===== src/rtl/lpwm_pkg.sv =====
package lpwm_pkg;
    parameter int WORD_W = 32;
    parameter int CNT_W  = 16;
    parameter int LEAD_W = 15;
    parameter int SLOT_W = 3;
    localparam int RUN_BIT = WORD_W - 1;
    localparam int LEAD_LO = CNT_W;
    localparam int LEAD_HI = CNT_W + LEAD_W - 1;

    typedef enum logic [2:0] {
        CH_IDLE,
        CH_LEAD,
        CH_HIGH,
        CH_LOW,
        CH_DONE
    } ch_state_e;
endpackage


===== src/rtl/lpwm_regs.sv =====
module lpwm_regs
    import lpwm_pkg::*;
#(
    parameter int NUM_CH = 6
) (
    input  logic                           clk,
    input  logic                           rst_n,
    input  logic                           bus_wr,
    input  logic [SLOT_W:0]                bus_word,
    input  logic [WORD_W-1:0]              bus_wdata,
    output logic [WORD_W-1:0]              bus_rdata,
    output logic [NUM_CH-1:0][WORD_W-1:0]  ctrl_o,
    output logic [NUM_CH-1:0][WORD_W-1:0]  tim_o
);
    logic [SLOT_W-1:0] slot;
    logic              bank_tim;

    assign slot     = bus_word[SLOT_W-1:0];
    assign bank_tim = bus_word[SLOT_W];

    always_ff @(posedge clk or negedge rst_n) begin
        if (!rst_n) begin
            ctrl_o <= '0;
            tim_o  <= '0;
        end else if (bus_wr) begin
            for (int i = 0; i < NUM_CH; i++) begin
                if (slot == SLOT_W'(i)) begin
                    if (bank_tim) tim_o[i]  <= bus_wdata;
                    else          ctrl_o[i] <= bus_wdata;
                end
            end
        end
    end

    always_comb begin
        bus_rdata = '0;
        for (int i = 0; i < NUM_CH; i++) begin
            if (slot == SLOT_W'(i)) bus_rdata = bank_tim ? tim_o[i] : ctrl_o[i];
        end
    end
endmodule


===== src/rtl/lpwm_chan.sv =====
module lpwm_chan
    import lpwm_pkg::*;
(
    input  logic              clk,
    input  logic              rst_n,
    input  logic [WORD_W-1:0] ctrl_i,
    input  logic [WORD_W-1:0] tim_i,
    output logic              pwm_o
);
    logic              run;
    logic [LEAD_W-1:0] lead;
    logic [CNT_W-1:0]  lim, th, tl;

    assign run  = ctrl_i[RUN_BIT];
    assign lead = ctrl_i[LEAD_HI:LEAD_LO];
    assign lim  = ctrl_i[CNT_W-1:0];
    assign th   = tim_i[WORD_W-1:CNT_W];
    assign tl   = tim_i[CNT_W-1:0];

    ch_state_e        state_q, state_d;
    logic [CNT_W-1:0] cnt_q, cnt_d, lo_q, lo_d, lim_q, lim_d, per_q, per_d;
    logic             begin_per, end_per;

    always_ff @(posedge clk or negedge rst_n) begin
        if (!rst_n) begin
            state_q <= CH_IDLE;
            cnt_q   <= '0;
            lo_q    <= '0;
            lim_q   <= '0;
            per_q   <= '0;
        end else begin
            state_q <= state_d;
            cnt_q   <= cnt_d;
            lo_q    <= lo_d;
            lim_q   <= lim_d;
            per_q   <= per_d;
        end
    end

    always_comb begin
        state_d   = state_q;
        cnt_d     = cnt_q;
        lo_d      = lo_q;
        lim_d     = lim_q;
        per_d     = per_q;
        begin_per = 1'b0;
        end_per   = 1'b0;
        unique case (state_q)
            CH_IDLE: begin
                if (run) begin
                    lim_d = lim;
                    per_d = '0;
                    if (lead != '0) begin
                        state_d = CH_LEAD;
                        cnt_d   = {1'b0, lead} - CNT_W'(1);
                    end else begin
                        begin_per = 1'b1;
                    end
                end
            end
            CH_LEAD: begin
                if (cnt_q == '0) begin_per = 1'b1;
                else             cnt_d = cnt_q - CNT_W'(1);
            end
            CH_HIGH: begin
                if (cnt_q != '0) begin
                    cnt_d = cnt_q - CNT_W'(1);
                end else if (lo_q != '0) begin
                    state_d = CH_LOW;
                    cnt_d   = lo_q - CNT_W'(1);
                end else begin
                    end_per = 1'b1;
                end
            end
            CH_LOW: begin
                if (cnt_q != '0) cnt_d = cnt_q - CNT_W'(1);
                else             end_per = 1'b1;
            end
            CH_DONE: ;
        endcase

        if (end_per) begin
            if (lim_q != '0 && per_q + CNT_W'(1) == lim_q) begin
                state_d = CH_DONE;
            end else begin
                per_d     = per_q + CNT_W'(1);
                begin_per = 1'b1;
            end
        end

        if (begin_per) begin
            lo_d = tl;
            if (th != '0) begin
                state_d = CH_HIGH;
                cnt_d   = th - CNT_W'(1);
            end else begin
                state_d = CH_LOW;
                cnt_d   = (tl == '0) ? '0 : tl - CNT_W'(1);
            end
        end

        if (!run) state_d = CH_IDLE;
    end

    always_comb begin
        pwm_o = (state_q == CH_HIGH);
    end
endmodule


===== src/rtl/lead_pwm_bank.sv =====
module lead_pwm_bank
    import lpwm_pkg::*;
#(
    parameter int NUM_CH = 6
) (
    input  logic              clk,
    input  logic              rst_n,
    input  logic              bus_wr,
    input  logic [SLOT_W:0]   bus_word,
    input  logic [WORD_W-1:0] bus_wdata,
    output logic [WORD_W-1:0] bus_rdata,
    output logic [NUM_CH-1:0] pwm_out
);
    logic [NUM_CH-1:0][WORD_W-1:0] ctrl_w;
    logic [NUM_CH-1:0][WORD_W-1:0] tim_w;

    lpwm_regs #(.NUM_CH(NUM_CH)) regs_i (
        .clk       (clk),
        .rst_n     (rst_n),
        .bus_wr    (bus_wr),
        .bus_word  (bus_word),
        .bus_wdata (bus_wdata),
        .bus_rdata (bus_rdata),
        .ctrl_o    (ctrl_w),
        .tim_o     (tim_w)
    );

    for (genvar i = 0; i < NUM_CH; i++) begin : g_ch
        lpwm_chan chan_i (
            .clk    (clk),
            .rst_n  (rst_n),
            .ctrl_i (ctrl_w[i]),
            .tim_i  (tim_w[i]),
            .pwm_o  (pwm_out[i])
        );
    end
endmodule


===== config.mk =====
export PLATFORM = sky130hd
export DESIGN_NAME = lead_pwm_bank
export DESIGN_NICKNAME = d
export VERILOG_FILES = /design/src/rtl/lpwm_pkg.sv /design/src/rtl/lpwm_regs.sv /design/src/rtl/lpwm_chan.sv /design/src/rtl/lead_pwm_bank.sv
export SDC_FILE = /design/constraint.sdc
export NUM_CORES = 2
export LEC_CHECK = 0
export BUFFER_PORTS_ARGS = -buffer_cell sky130_fd_sc_hd__buf_2
export CORE_MARGIN = 2
export CORE_UTILIZATION = 50
export CTS_CLUSTER_SIZE = 8
export DETAILED_ROUTE_END_ITERATION = 6
export PLACE_DENSITY = 0.66
export RECOVER_POWER = 50
export SLEW_MARGIN = 0
export SYNTH_ARGS = -nofsm -noshare
export SYNTH_HDL_FRONTEND = slang
export SYNTH_SLANG_ARGS = --single-unit

===== constraint.sdc =====
create_clock -name clk -period 5.3 [get_ports clk]
set_input_delay 0.265 -clock clk [delete_from_list [all_inputs] [get_ports clk]]
set_output_delay 0.265 -clock clk [all_outputs]
set_load 0.05 [all_outputs]

-- Yosys cells after proc, flatten, opt, wreduce, memory -nomap -nowiden
Cells that the tools add are included.
- add/sub/neg operators: 36
- eq/ne operators: 59
- muxes and demuxes: 210
- bitwise operators: 1
- reductions and logical operators: 85
- operator list (cell ; count):
    two-way mux 16 bit ; 78
    two-way mux 32 bit ; 12
    case mux 16 bit (4 select lines) ; 6
    nonzero test 16 bit ; 24
    subtractor 16 x 1 -> 16 bit, second input constant ; 24
    logical NOT 16 bit ; 12
    two-way mux 3 bit ; 42
    adder 16 x 1 -> 16 bit, second input constant ; 6
    == test 16 bit ; 6
    subtractor 15 x 1 -> 16 bit, second input constant ; 6
    nonzero test 15 bit ; 6
    two-way mux 1 bit ; 54
    == test 3 x 2 -> 1 bit, second input constant ; 14
    inequality test 3 x 1 -> 1 bit, second input constant ; 12
    inequality test 3 x 2 -> 1 bit, second input constant ; 12
    case mux 3 bit (2 select lines) ; 6
    AND reduction 3 bit ; 12
    AND reduction 6 bit ; 6
    nonzero test 5 bit ; 6
    inequality test 4 bit, second input constant ; 6
    case mux 1 bit (2 select lines) ; 12
    == test 3 x 1 -> 1 bit, second input constant ; 7
    logical NOT 3 bit ; 7
    AND reduction 2 bit ; 6
    other kinds (3) ; 9
- register bits after elaboration: 786
- output and inout bits: 38
- logic and storage cells: 433

-- Longest topological paths before layout
- depth in word-level cells: 8
- depth in mapped cells: 12
- mapped depth without buffers: 10

-- Hierarchy
From an unflattened synthesis, not the netlist that was laid out.
- cell total of the unflattened synthesis: 5331
- area total of the unflattened synthesis: 51486.9 um2
- modules (own cells, without submodules) (module ; times used ; cells an instance ; area an instance (um2) ; sequential area each (um2)):
    lpwm_regs ; 1 ; 1254 ; 17774.5 ; 9609.2
    lpwm_chan at g_ch[3].chan_i ... ; 2 ; 697 ; 5779.3 ; 1676.6
    lpwm_chan at g_ch[1].chan_i ... ; 2 ; 663 ; 5393.9 ; 1676.6
    lpwm_chan at g_ch[5].chan_i ; 1 ; 667 ; 5748.0 ; 1676.6
    lpwm_chan at g_ch[0].chan_i ; 1 ; 690 ; 5617.9 ; 1676.6

-- Worst setup path after synthesis
OpenSTA, ideal clock, no wires.
- path kind: reg-to-reg
- from: register g_ch[2].chan_i.per_q[0]
- to: register g_ch[2].chan_i.lo_q[14]
- library setup time: 0.127 ns
- data arrival time: 3.253 ns
- required time: 5.173 ns
- slack: 1.920 ns
- cell stages (with the launch flop): 13
- path buffers: 3
- cell sequence: dfrtp_1 ha_1 and3_1 buf_6 nor3_2 o2111ai_1 or4b_1 or3_4 o31ai_4 and2_1 buf_6 buf_12 mux2_1
- word-level cells in the longest chain between the ends: 5
- ends and longest elaborated chain (what ; RTL line ; text):
    from (decl) ; lpwm_chan.sv:21 ; logic [CNT_W-1:0] cnt_q, cnt_d, lo_q, lo_d, lim_q, lim_d, per_q, per_d;
    from (signal assigned) ; lpwm_chan.sv:36 ; per_q <= per_d;
    adder 16 x 1 -> 16 bit ; lpwm_chan.sv:83 ; if (lim_q != '0 && per_q + CNT_W'(1) == lim_q) begin
    == test 16 bit ; lpwm_chan.sv:83 ;
    logical AND 1 bit ; lpwm_chan.sv:83 ;
    two-way mux 1 bit ; lpwm_chan.sv:83 ;
    two-way mux 1 bit ; lpwm_chan.sv:82 ; if (end_per) begin
    to (signal assigned) ; lpwm_chan.sv:34 ; lo_q <= lo_d;
    to (decl) ; lpwm_chan.sv:21 ;
Every way passes these cells.
A chain may end at the register's enable or synchronous reset.

-- Final worst setup path
- from: register g_ch[1].chan_i.per_q[0]
- to: register g_ch[1].chan_i.cnt_q[12]
- word-level cells in the longest chain between the ends: 7
- ends and longest elaborated chain (what ; RTL line ; text):
    from (decl) ; lpwm_chan.sv:21 ;
    from (signal assigned) ; lpwm_chan.sv:36 ;
    adder 16 x 1 -> 16 bit * ; lpwm_chan.sv:83 ;
    == test 16 bit * ; lpwm_chan.sv:83 ;
    logical AND 1 bit * ; lpwm_chan.sv:83 ;
    two-way mux 1 bit * ; lpwm_chan.sv:83 ;
    two-way mux 1 bit * ; lpwm_chan.sv:82 ;
    inequality test 4 bit (no source line) (tied with other cells) ; n/a ;
    AND reduction 6 bit (no source line) ; n/a ;
    to (signal assigned) ; lpwm_chan.sv:33 ; cnt_q <= cnt_d;
    to (decl) ; lpwm_chan.sv:21 ;
Every way passes the cells marked *; elsewhere a longest branch is shown, timed or not.

==> summary.md <==
| Metric | Value |
|---|---|
| Via Count | roughly 42000 |
| Syn Area/Cell | 9.477 sq um |
| RR Endpoint | g_ch[1].chan_i.cnt_q[12] |
| Bufs and invs on worst path | 1 |
| Hold Crit Depth | 3 |
| Die W | 320.4 um |
| Final hold viol count | 0 |
| Outcome | finished, violations left |
| Clock buffer count from CTS | 109 |
| Hold Path End | regs_i.tim_o[48] |
| Gr ovfl total | 0 |
| Antenna violations before repair | 11 |
| Max layer used | met5 |
| CTS Sinks | between 700 and 800 |
| Root Buffer | clkbuf_16 |
| Failing checks | capacitance limit, slew limit |
| Global Route Usage Sum | 0.3165 |
| Cts hold-fix bufs | 1 |
| Slew of the pin with the lowest slew margin | 3138 ps |
| Req. time, crit path | roughly 6000 ps |
| Synthesized area | 50070 sq um |
| FFs w/ async S/R, synth | 1.000 |
| Critical path data arrival time | roughly 4500 ps |
| Worst-path maximum fanout | 26 |
| DRT Wirelength | 164700 um |
| Htree depth | 3 |
| Final GP Congestion | 1.013 |
| Crit Path Category | reg2reg |
| DR DRC count | 0 |
| Net count, final | ~5300 |
| CORE AREA | roughly 100000 sq um |
| Syn. warnings | 0 |
| Design area | about 54000 sq um |
| Worst path max stage delay | 550 ps |
| Largest net degree at the start of global routing | 146 |
| Post-synth cell types | 99 |
| FF-to-FF path depth | 10 |
| Max-slew headroom | -1.092 |
| Post-Synthesis Cells | 5283 |
| Antenna-violating nets left | 0 |
| Crit path max-delay family | compound AO/OA/AOI/OAI gates |
| Final worst slack | 1384 ps |
| Die height | 320.4 um |
| DR vias/cell | 6.446 |
| Most frequent cells in the layout | dfrtp_1 (786), mux2_2 (482), nand2_1 (473), nor2_1 (346), o21ai_0 (278) |
| I/O pin count | 77 |
| Sequential area share after synthesis | 0.3929 |
| Max Fclk | roughly 260 MHz |
| TNS Setup | 0 ps |
| Critical Path Slowest Stage Cell | o41ai_4 |
| CP Cell Sequence | ha_1, nand3_1, or4_1, a21bo_2, a221o_1, o41ai_4, nand2_2, buf_4, a211oi_1, a31oi_1 |
| # setup viols final | 0 |
| Post-Place Setup Slack | ~1400 ps |
| Pwr Density | 482.4 nW/um^2 |
| RSZ-0062 raised after global routing | false |
| Period utilisation layout | 0.7389 |
| Register clock-pin slew on the reported worst setup and hold paths | around 50 ps |
| Leakage | 0.02330 uW |
| Worst Setup End Kind | flip-flop |
| Total die area | 102700 sq um |
| Skew final | slightly below 30 ps |
| Post_cts resized | 0 |
| Critical Path Source Type | flip-flop |
| CTS Buffer Depth | 3 |
| Vias in the first global route | about 40000 |
| Port bufs | 76 |
| Max-slew violations | 733 |
| Metal3 WL | 14350 um |
| Postcts setup bufs | 0 |
| Wire length per cell | 25.26 um |
| CTS tree | yes |
| Share of cells above drive strength 1 | 0.1561 |
| Final Total Pwr | between 20000 and 30000 uW |
| DP Area | between 50000 and 60000 sq um |
| Worst reg2reg setup slack | 1380 ps |
| Min Clock Period, post-route | 3916 ps |
| Met2 WL | 73930 um |
| Hold Startpoint | bus_wdata[16] |
| Max VDD drop | 0.5255 mV |
| Commonest non-fill, non-tap cell in the layout | dfrtp_1 |
| Placed insts | 6382 |
| Layout area overhead | 8.202% |
| Worst R2R Start | g_ch[1].chan_i.per_q[0] |
| Post-synth top flop | dfrtp_1 |
| Tightest Hold Check Type | in2reg |
| Dpl hpwl | between 100000 and 150000 um |
| First-pass GRT wire length | 249600 um |
| DRT iter0 DRCs | between 4000 and 5000 |
| Synth Register Bits | 786 |
| Core Rows | roughly 120 |
| Synthesized Nets | 5376 |
| Max-Cap Viols | 10 |
| Post-synth EDFFs | 0 |
| Drt pass-1 iters | 6 |
| Initial Utilization | 0.5021 |
| Worst skew pair latency | 700 ps |
| Non-filler cells in the finished layout | 6520 |
| Routed met1 length | 69570 um |
power breakdown:
group | leakage, uW | internal [uW] | switching, uW
Clock | 0.00144 | 3710 | 2640
Sequential | 0.0100 | 7580 | 2480
Combinational | 0.0119 | 4210 | 5520
Total | 0.0233 | 15500 | 10600
kinds of logic (layout without fill, tap and decap cells):
kind of cell    Yosys count  after routing  synth area share
other cells               0              9                 0
flops                   786            786            0.3929
xor+xnor                462            462           0.08140
buf+inv                 433            363           0.03509
simple gates           1750           1750            0.1776
fa+ha+maj                54             54           0.01350
mux                     758            758            0.1646
compound gates         1040           1040            0.1350
per-stage QoR:
step	hold slack, ps	util
after global routing	73.76	0.5431
final	98.89	0.5433
after detailed placement	359.2	0.5144
after CTS	56.29	0.5440
after global placement	357.6	0.5144
after floorplan	-30.59	-
final cells by class:
cell class,instances,area (sq um)
flip-flops and latches,786,19670
diodes,9,22.52
clock inverters,5,98.84
well taps,1298,1624
multi-input cells,4064,28690
clock buffers,123,2843
fillers,8895,45540
repair buffers,140,864.6
inverters,95,356.6
state kept, by name, indices dropped and copies added, names as in the netlist:
register / cells
regs_i.ctrl_o: 192
regs_i.tim_o: 192
g_ch.chan_i.cnt_q: 96
g_ch.chan_i.lim_q: 96
g_ch.chan_i.lo_q: 96
g_ch.chan_i.per_q: 96
g_ch.chan_i.state_q: 18
metal layers:
metal,GRT usage,vias up
li1,-,19070
met1,0.4357,20930
met2,0.4892,1694
met3,0.06807,331
met4,0.1202,2
met5,0,-
synthesized netlist by cell type (all sizes together), types with 54 or more instances:
cell    number  area (sq um)
ha          54         675.7
o22ai      120         750.7
nor4       131         832.0
xnor2      271          2374
buf         77         420.4
nor3       179         910.9
dfrtp      786         19670
clkbuf     261         979.7
inv         94         352.8
a21o        68         510.5
xor2       189          1655
or4         60         454.2
o21ai      282          1411
a21oi      172         860.8
mux2       495          5608
a22oi       99         743.2
or3         90         568.0
nor2       352          1331
nand2      475          1788
nand3      115         580.6
mux2i      263          2633
nand2b      61         381.6
worst register-to-register path, stage by stage (launching register included):
cell	delay (ps)
dfrtp_1	420
ha_1	260
nand3_1	250
or4_1	530
a21bo_2	250
a221o_1	360
o41ai_4	550
nand2_2	470
buf_4	380
a211oi_1	230
a31oi_1	80
worst max-delay path by stage:
stage	from	to	slack, ps	cells after the start
2_1_floorplan	g_ch[2].chan_i.per_q[0]	g_ch[2].chan_i.lo_q[14]	1920	12
3_3_place_gp	g_ch[1].chan_i.per_q[0]	g_ch[1].chan_i.cnt_q[13]	1520	10
3_5_place_dp	g_ch[1].chan_i.per_q[0]	g_ch[1].chan_i.cnt_q[12]	1430	10
4_1_cts	g_ch[1].chan_i.per_q[0]	g_ch[1].chan_i.cnt_q[12]	1400	10
5_1_grt	rst_n	g_ch[1].chan_i.per_q[13]	930	3
6_report	g_ch[1].chan_i.per_q[0]	g_ch[1].chan_i.cnt_q[12]	1380	10
(Power assumes the default switching activity.)
